==> src/rtl/npc_pkg.sv <==
package npc_pkg;

  typedef enum logic [3:0] {
    XF_NONE    = 4'd0,
    XF_BEQ     = 4'd1,
    XF_BNE     = 4'd2,
    XF_BLEZ    = 4'd3,
    XF_BGTZ    = 4'd4,
    XF_BLTZ    = 4'd5,
    XF_BGEZ    = 4'd6,
    XF_BLTZ_LK = 4'd7,
    XF_BGEZ_LK = 4'd8,
    XF_JUMP    = 4'd9,
    XF_JUMP_LK = 4'd10,
    XF_JREG    = 4'd11
  } xfer_kind_e;

  // which target former feeds the redirect
  typedef enum logic [1:0] {
    TG_REL  = 2'd0,
    TG_IDX  = 2'd1,
    TG_REG  = 2'd2
  } tgt_sel_e;

endpackage

==> src/rtl/npc_cond.sv <==
module npc_cond
  import npc_pkg::*;
#(
  parameter int XLEN = 32
) (
  input  logic [3:0]      kind,
  input  logic [XLEN-1:0] opa,
  input  logic [XLEN-1:0] opb,
  output logic            cond_take,
  output logic            link_req,
  output tgt_sel_e        tgt_sel
);

  logic a_zero;
  logic a_neg;
  logic ab_eq;

  assign a_zero = (opa == '0);
  assign a_neg  = opa[XLEN-1];
  assign ab_eq  = (opa == opb);

  always_comb begin
    cond_take = 1'b0;
    link_req  = 1'b0;
    tgt_sel   = TG_REL;
    case (kind)
      XF_BEQ:     cond_take = ab_eq;
      XF_BNE:     cond_take = !ab_eq;
      XF_BLEZ:    cond_take = a_neg || a_zero;
      XF_BGTZ:    cond_take = !a_neg && !a_zero;
      XF_BLTZ:    cond_take = a_neg;
      XF_BGEZ:    cond_take = !a_neg;
      XF_BLTZ_LK: begin
        cond_take = a_neg;
        link_req  = 1'b1;
      end
      XF_BGEZ_LK: begin
        cond_take = !a_neg;
        link_req  = 1'b1;
      end
      XF_JUMP: begin
        cond_take = 1'b1;
        tgt_sel   = TG_IDX;
      end
      XF_JUMP_LK: begin
        cond_take = 1'b1;
        link_req  = 1'b1;
        tgt_sel   = TG_IDX;
      end
      XF_JREG: begin
        cond_take = 1'b1;
        tgt_sel   = TG_REG;
      end
      default: begin
        cond_take = 1'b0;
        link_req  = 1'b0;
        tgt_sel   = TG_REL;
      end
    endcase
  end

endmodule

==> src/rtl/npc_target.sv <==
module npc_target
  import npc_pkg::*;
#(
  parameter int XLEN       = 32,
  parameter int OFF_W      = 16,
  parameter int IDX_W      = 26,
  parameter int INSN_BYTES = 4
) (
  input  logic [XLEN-1:0]  pc,
  input  logic [OFF_W-1:0] off,
  input  logic [IDX_W-1:0] idx,
  input  logic [XLEN-1:0]  jr_val,
  input  tgt_sel_e         sel,
  output logic [XLEN-1:0]  pc_seq,
  output logic [XLEN-1:0]  pc_link,
  output logic [XLEN-1:0]  tgt
);

  localparam int SH     = $clog2(INSN_BYTES);
  localparam int EXT_W  = XLEN - OFF_W - SH;
  localparam int HI_W   = XLEN - IDX_W - SH;

  logic [XLEN-1:0] disp;
  logic [XLEN-1:0] rel_tgt;
  logic [XLEN-1:0] idx_tgt;

  assign pc_seq  = pc + XLEN'(INSN_BYTES);
  assign pc_link = pc + XLEN'(2 * INSN_BYTES);

  generate
    if (SH > 0) begin : g_scaled
      assign disp    = {{EXT_W{off[OFF_W-1]}}, off, {SH{1'b0}}};
      assign idx_tgt = {pc_seq[XLEN-1 -: HI_W], idx, {SH{1'b0}}};
    end else begin : g_byte
      assign disp    = {{EXT_W{off[OFF_W-1]}}, off};
      assign idx_tgt = {pc_seq[XLEN-1 -: HI_W], idx};
    end
  endgenerate

  assign rel_tgt = pc_seq + disp;

  always_comb begin
    case (sel)
      TG_IDX:  tgt = idx_tgt;
      TG_REG:  tgt = jr_val;
      default: tgt = rel_tgt;
    endcase
  end

endmodule

==> src/rtl/npc_redirect.sv <==
module npc_redirect #(
  parameter int XLEN = 32
) (
  input  logic            clk,
  input  logic            rst_n,
  input  logic            inst_vld,
  input  logic            taken,
  input  logic [XLEN-1:0] tgt_in,
  output logic            pend_vld,
  output logic [XLEN-1:0] pend_tgt
);

  logic            consume;
  logic            fire;
  logic            vld_d;
  logic            tgt_en;
  logic [XLEN-1:0] tgt_d;

  // a valid instruction while pending is the delay slot
  assign consume = inst_vld && pend_vld;
  assign fire    = inst_vld && taken && !pend_vld;

  always_comb begin
    vld_d  = pend_vld;
    tgt_en = 1'b0;
    tgt_d  = pend_tgt;
    if (consume) begin
      vld_d = 1'b0;
    end else if (fire) begin
      vld_d  = 1'b1;
      tgt_en = 1'b1;
      tgt_d  = tgt_in;
    end
  end

  always_ff @(posedge clk or negedge rst_n) begin
    if (!rst_n) begin
      pend_vld <= 1'b0;
    end else begin
      pend_vld <= vld_d;
    end
  end

  always_ff @(posedge clk) begin
    if (tgt_en) begin
      pend_tgt <= tgt_d;
    end
  end


  slot_consume_chk: assert property (@(posedge clk) disable iff (!rst_n)
    (inst_vld && pend_vld) |=> !pend_vld);


  idle_hold_chk: assert property (@(posedge clk) disable iff (!rst_n)
    (!inst_vld && pend_vld) |=> (pend_vld && $stable(pend_tgt)));

endmodule

==> src/rtl/npc_resolve.sv <==
module npc_resolve
  import npc_pkg::*;
#(
  parameter int XLEN       = 32,
  parameter int OFF_W      = 16,
  parameter int IDX_W      = 26,
  parameter int INSN_BYTES = 4,
  parameter int RA_W       = 5,
  parameter int LINK_REG   = 31
) (
  input  logic             clk,
  input  logic             rst_n,
  input  logic             inst_vld,
  input  logic [XLEN-1:0]  cur_pc,
  input  logic [3:0]       xfer_kind,
  input  logic [XLEN-1:0]  opa,
  input  logic [XLEN-1:0]  opb,
  input  logic [OFF_W-1:0] br_off,
  input  logic [IDX_W-1:0] jmp_idx,
  input  logic [XLEN-1:0]  jr_val,
  output logic [XLEN-1:0]  next_pc,
  output logic             take,
  output logic             link_we,
  output logic [RA_W-1:0]  link_rd,
  output logic [XLEN-1:0]  link_val
);

  logic [1:0]      rst_sync;
  logic            rst_ok;
  logic            cond_take;
  logic            link_req;
  tgt_sel_e        tgt_sel;
  logic [XLEN-1:0] pc_seq;
  logic [XLEN-1:0] pc_link;
  logic [XLEN-1:0] xfer_tgt;
  logic            pend_vld;
  logic [XLEN-1:0] pend_tgt;

  // asynchronous assert, synchronous release
  always_ff @(posedge clk or negedge rst_n) begin
    if (!rst_n) begin
      rst_sync <= 2'b00;
    end else begin
      rst_sync <= {rst_sync[0], 1'b1};
    end
  end
  assign rst_ok = rst_sync[1];

  npc_cond #(.XLEN(XLEN)) u_cond (
    .kind      (xfer_kind),
    .opa       (opa),
    .opb       (opb),
    .cond_take (cond_take),
    .link_req  (link_req),
    .tgt_sel   (tgt_sel)
  );

  npc_target #(
    .XLEN       (XLEN),
    .OFF_W      (OFF_W),
    .IDX_W      (IDX_W),
    .INSN_BYTES (INSN_BYTES)
  ) u_tgt (
    .pc      (cur_pc),
    .off     (br_off),
    .idx     (jmp_idx),
    .jr_val  (jr_val),
    .sel     (tgt_sel),
    .pc_seq  (pc_seq),
    .pc_link (pc_link),
    .tgt     (xfer_tgt)
  );

  npc_redirect #(.XLEN(XLEN)) u_redir (
    .clk      (clk),
    .rst_n    (rst_ok),
    .inst_vld (inst_vld),
    .taken    (cond_take),
    .tgt_in   (xfer_tgt),
    .pend_vld (pend_vld),
    .pend_tgt (pend_tgt)
  );

  assign take     = inst_vld && cond_take;
  assign link_we  = inst_vld && link_req;
  assign link_rd  = RA_W'(LINK_REG);
  assign link_val = pc_link;
  assign next_pc  = pend_vld ? pend_tgt : pc_seq;


  delay_slot_chk: assert property (@(posedge clk) disable iff (!rst_ok)
    (take && !pend_vld) |-> (next_pc == cur_pc + XLEN'(INSN_BYTES)));


  redirect_chk: assert property (@(posedge clk) disable iff (!rst_ok)
    (take && !pend_vld) |=> (next_pc == $past(xfer_tgt)));


  uncond_chk: assert property (@(posedge clk) disable iff (!rst_ok)
    (inst_vld && (xfer_kind == XF_JUMP || xfer_kind == XF_JUMP_LK ||
                  xfer_kind == XF_JREG)) |-> take);


  link_chk: assert property (@(posedge clk) disable iff (!rst_ok)
    link_we |-> (link_rd == RA_W'(LINK_REG) &&
                 link_val == cur_pc + XLEN'(2 * INSN_BYTES)));


  idle_quiet_chk: assert property (@(posedge clk) disable iff (!rst_ok)
    !inst_vld |-> (!take && !link_we));

endmodule

==> config.mk <==
export PLATFORM = sky130hd
export DESIGN_NAME = npc_resolve
export DESIGN_NICKNAME = d
export VERILOG_FILES = /design/src/rtl/npc_pkg.sv /design/src/rtl/npc_cond.sv /design/src/rtl/npc_target.sv /design/src/rtl/npc_redirect.sv /design/src/rtl/npc_resolve.sv
export SDC_FILE = /design/constraint.sdc
export NUM_CORES = 1
export LEC_CHECK = 0
export BUFFER_PORTS_ARGS = -buffer_cell sky130_fd_sc_hd__clkbuf_2
export CAP_MARGIN = 10
export CORE_ASPECT_RATIO = 1.2
export CORE_UTILIZATION = 43
export CTS_CLUSTER_DIAMETER = 30
export CTS_CLUSTER_SIZE = 8
export DETAILED_ROUTE_END_ITERATION = 10
export PLACE_DENSITY = 0.85
export SLEW_MARGIN = 20
export SYNTH_ARGS = -nofsm -noshare
export SYNTH_HDL_FRONTEND = slang
export SYNTH_SLANG_ARGS = --single-unit
==> constraint.sdc <==
create_clock -name clk -period 1.8 [get_ports clk]
set_input_delay 0 -clock clk [delete_from_list [all_inputs] [get_ports clk]]
set_output_delay 0 -clock clk [all_outputs]
set_load 0.05 [all_outputs]
==> metrics, run 1 <==
status=stopped before the end; Halt Stage=5_1_grt; first error=[ERROR GRT-0232] Routing congestion too high. Check the congestion heatmap in the GUI.; Place WS=-1.37 ns; WEP type=register data pin; top cells by area, synth=edfxtp_1 (18%), xor2_1 (10%), ha_1 (8.8%), xnor2_1 (7.2%), mux2_2 (6.7%); worst_ep grt=u_redir.pend_tgt[29]$_DFFE_PP_/D; Post-synth EDFFs=32; clk sinks=35; largest net degree at the start of global routing=28; synth warn=0; IO Pins=248; initial core utilization=44.3%; cell total after placement=1221; Total Routing Usage GR=between 70% and 80%; Synth Cell Area=around 5400 um^2; number of port buffers=242; Synth cell types=between 60 and 70; ys async rst share=under 10%; GP Congestion=1.01; Synth Flop Type=edfxtp_1; Die Y=125 um; Clock Tree Buf Depth=2; HPWL after DPL=19200 um; CTS H-tree depth=2; flops & latches, synth=35; CTS root buf=clkbuf_16; GRT Residual Overflow=11; cts bufs inserted=5; top cell type's share of synthesized area=between 10% and 20%; Seq/Total Area, Yosys=19.2%; mean area per synthesized cell=8.39 um^2; Post-Syn Instances=642; Die W=104 um; cell taking the most area after synthesis=edfxtp_1; Rows=44
## kinds of logic after synthesis
group                    Yosys count  synth area share, %
AO/OA/AOI/OAI                    159                 21.2
XOR/XNOR                         106                 17.2
adder cells (fa/ha/maj)           39                 9.20
buffers and inverters             54                 4.46
flip-flops                        35                 19.2
multiplexers                      37                 7.62
other                              1               0.0697
AND/OR/NAND/NOR                  211                 20.9
## routing by layer
| layer | global-route usage [%] | overflow |
|---|---|---|
| met1 | 69.0 | 0 |
| met2 | 93.5 | 3 |
| met3 | 56.8 | 0 |
| met4 | 76.6 | 8 |
| met5 | 15.5 | 0 |
## stage by stage
| stage | TNS (ns) | cell area (um^2) | hold slack [ns] |
|---|---|---|---|
| CTS | -20.02 | 9900 | 0.00569 |
| detailed placement | -37.76 | 8770 | -0.211 |
| global placement | -34.35 | 8770 | -0.213 |
| floorplan | -24.09 | 5840 | -0.296 |
## Yosys cell counts (3+ instances only)
master      n
nor4_1     17
nor2b_1     7
a21oi_1    43
a41o_1      3
xnor2_1    44
buf_1       4
nor3_1     13
a31o_2      3
inv_1      12
a311o_1     3
buf_4       8
nor2_1     38
a22oi_1     5
and4_1      6
o21a_1      5
nand2_1    50
o2111ai_1   3
and2_1      9
mux2i_1     5
o21ai_0    19
a211oi_1    3
mux2_2     32
a31oi_1     9
and3_1      9
a221oi_1   24
or3_1       3
o211ai_1    4
dfrtp_1     3
nand4_1    16
buf_2       6
xor2_1     62
a21o_1     16
edfxtp_1   32
ha_1       38
nand3_1    25
clkbuf_1   24
## repair_timing
item	4_1_cts
gates cloned	1
resized for setup	141
hold buffers	2
setup endpoints to repair	68
pin swaps	59
buffers inserted	22
hold endpoints to repair	3
==> run 2, diff against run 1 <==
--- a/config.mk
+++ b/config.mk
@@ -7,12 +7,9 @@
 export LEC_CHECK = 0
 export BUFFER_PORTS_ARGS = -buffer_cell sky130_fd_sc_hd__clkbuf_2
 export CAP_MARGIN = 10
-export CORE_ASPECT_RATIO = 1.2
-export CORE_UTILIZATION = 43
-export CTS_CLUSTER_DIAMETER = 30
-export CTS_CLUSTER_SIZE = 8
+export CORE_UTILIZATION = 28
 export DETAILED_ROUTE_END_ITERATION = 10
-export PLACE_DENSITY = 0.85
+export PLACE_DENSITY_LB_ADDON = 0.15
 export SLEW_MARGIN = 20
 export SYNTH_ARGS = -nofsm -noshare
 export SYNTH_HDL_FRONTEND = slang
==> run 2 against run 1 <==
The flow now finishes, with violations (setup timing). Synthesized area stayed put. Synthesized cell count unchanged.
==> metrics, run 2 <==
Final WS setup=-0.948 ns; cell taking the most area after synthesis=edfxtp_1 (unchanged); status=finished with violations (was stopped before the end); number of port buffers=242 (unchanged); Crit. End Element=flip-flop; Die Y=141 um (was 125 um); mean area per synthesized cell=8.39 um^2 (unchanged); Regs by FF count=u_redir.pend_tgt x32, rst_sync x2, u_redir.pend_vld x1; Worst VDD drop=0.389 mV; total of max-cap violations=0; Die W=141 um (was 104 um); clk sinks=35 (unchanged); RSZ-0062 raised after global routing=yes; vias in the first global route=6997; clk_skew=0.00641 ns; share of layout cells above drive strength 1=66.8%; Post-Syn Instances=642 (unchanged); GRT Residual Overflow=0; fin area=approximately 11000 um^2; RR Endpoint=u_redir.pend_tgt[25]$_DFFE_PP_; Synth cell types=67 (unchanged); Place WS=-1.33 ns (was -1.37 ns); vias per cell=5.03; Slew Limit Fails=0; leakage power=approximately 5.2 nW; RR Startpoint=u_redir.pend_vld$_DFFE_PN0P_; flops & latches, synth=35 (unchanged); CTS root buf=clkbuf_16 (unchanged); HPWL after DPL=18700 um (was 19200 um); Tmin final=2.75 ns; DRC viols=0; Synth Cell Area=5380 um^2 (unchanged); CP Launch Type=primary input; Die ar.=19800 um^2; Vias=6978; GP Congestion=0.899 (was 1.01); top cell type's share of synthesized area=17.8% (unchanged); top cells by area, synth=edfxtp_1 (18%), xor2_1 (10%), ha_1 (8.8%), xnor2_1 (7.2%), mux2_2 (6.7%) (unchanged); initial antenna violation count=1; synth warn=0 (unchanged); Hold Path Class=reg -> async; largest net degree at the start of global routing=22; Detailed Routing Iterations Pass 1=4; most flop-heavy register=u_redir.pend_tgt; most common cell after layout, fill and taps aside=buf_4; Synth Flop Type=edfxtp_1 (unchanged); Worst EP required=1.84 ns; # setup viols final=66; synth cell count leaders=xor2_1 (62), nand2_1 (50), xnor2_1 (44) (unchanged); placed inst area=9160 um^2 (was 8770 um^2); Clock Tree Buf Depth=2 (unchanged); initial core utilization=28.7% (was 44.3%); clk_lat worst skew=0.29 ns; Avg WL per Cell=17.6 um; most frequent cells in the layout=buf_4 (237), clkbuf_2 (202), buf_6 (53); CTS tree=built; Post-synth EDFFs=32 (unchanged); most numerous cell in the Yosys netlist=xor2_1 (unchanged); period utilization=153%; R2R depth=4; internal reg-to-reg setup slack=0.49 ns; critical path class=in -> reg; IO Pins=248 (unchanged); Total Routing Usage GR=23.3%; Pwr Total=around 5.7 mW; final core occ=between 60% and 70%; crit-path max FO=4; fmax=about 360 MHz; post-route ant nets=0; cell total after placement=1320 (was 1221); drt total wl=approximately 24000 um; ys async rst share=8.57% (unchanged); synthesis-to-finish area growth=113%; Largest register FFs=32; Worst-path clk slew=0.07 ns; CTS H-tree depth=2 (unchanged); Arr. time, crit path=2.79 ns; core area=around 19000 um^2; Seq/Total Area, Yosys=19.2% (unchanged); fin cells=around 1.4k; Rows=50 (was 44); cts bufs inserted=5 (unchanged); global-route wire length before repair=35900 um; failing checks=setup timing; final hold vios=0; power per cell area=494 nW/um^2; nets@finish=1367; initial drt markers=about 300
[run 2: cell type report]
type / count / area (um^2)
antenna: 1 / 2.50
clock buffer: 6 / 129
clock inverter: 2 / 12.5
fill: 1562 / 7290
inverter: 12 / 47.5
multi-input combinational: 558 / 5740
sequential: 35 / 1040
tap: 234 / 293
timing repair buffer: 539 / 4220
[run 2: cells by family after synthesis]
logic type / synth area share, %
and+or+nand+nor: 20.9
AOI/OAI and AO/OA: 21.2
xor gates and xnor gates: 17.2
buffers and inverters: 4.46
adders and majority gates: 9.20
muxes: 7.62
DFF: 19.2
other: 0.0697
[run 2: per-stage QoR]
step	setup TNS, ns	hold slack, ns
after floorplan	-24.09	-0.296
after detailed placement	-41.64	-0.211
after global routing	-32.31	0.0108
after global placement	-40.38	-0.211
after CTS	-25.28	0.00747
final	-26.58	0.00631
[run 2: worst max-delay path by stage]
stage | cells past startpoint | slack, ns | from | to
3_5_place_dp | 14 | -1.33 | cur_pc[13] | u_redir.pend_tgt[30]$_DFFE_PP_
5_1_grt | 17 | -1.13 | cur_pc[14] | u_redir.pend_tgt[31]$_DFFE_PP_
3_3_place_gp | 14 | -1.26 | cur_pc[11] | u_redir.pend_tgt[25]$_DFFE_PP_
4_1_cts | 14 | -0.95 | cur_pc[11] | u_redir.pend_tgt[30]$_DFFE_PP_
6_report | 16 | -0.95 | cur_pc[11] | u_redir.pend_tgt[31]$_DFFE_PP_
2_1_floorplan | 13 | -1.03 | cur_pc[13] | u_redir.pend_tgt[30]$_DFFE_PP_
[run 2: what timing repair did]
action | in CTS | in global routing
pin swaps | 89 | 101
setup buffers | 27 | 41
gates cloned | 2 | 0
resized for setup | 177 | 135
hold endpoints to repair | 3 | 0
hold buffers | 2 | 0
endpoints found under the setup margin | 68 | 76
[run 2: critical path: stages]
cell	delay [ns]
buf_6	0.07
and4_4	0.22
and3_4	0.18
nor3b_4	0.25
nand4_1	0.20
nor2_1	0.16
xor2_1	0.23
ha_1	0.31
a21o_1	0.20
a21o_1	0.19
a21oi_2	0.17
buf_4	0.17
a31oi_4	0.08
nand2b_4	0.15
mux2i_1	0.13
nor3_1	0.07
[run 2: report_power, final]
part | total, mW | internal, mW | switching [mW]
registers | 1.00 | 0.988 | 0.0147
logic | 3.76 | 1.80 | 1.96
clock network | 0.905 | 0.513 | 0.392
[run 2: per-layer routing]
| layer | GRT usage, % | part of all wire [%] |
|---|---|---|
| met4 | 6.58 | 2.4 |
| met1 | 28.1 | 42 |
| met3 | 3.13 | 5.0 |
| met5 | 0 | 0 |
| met2 | 43.0 | 51 |
No activity file was read; power rests on OpenSTA's default activity.
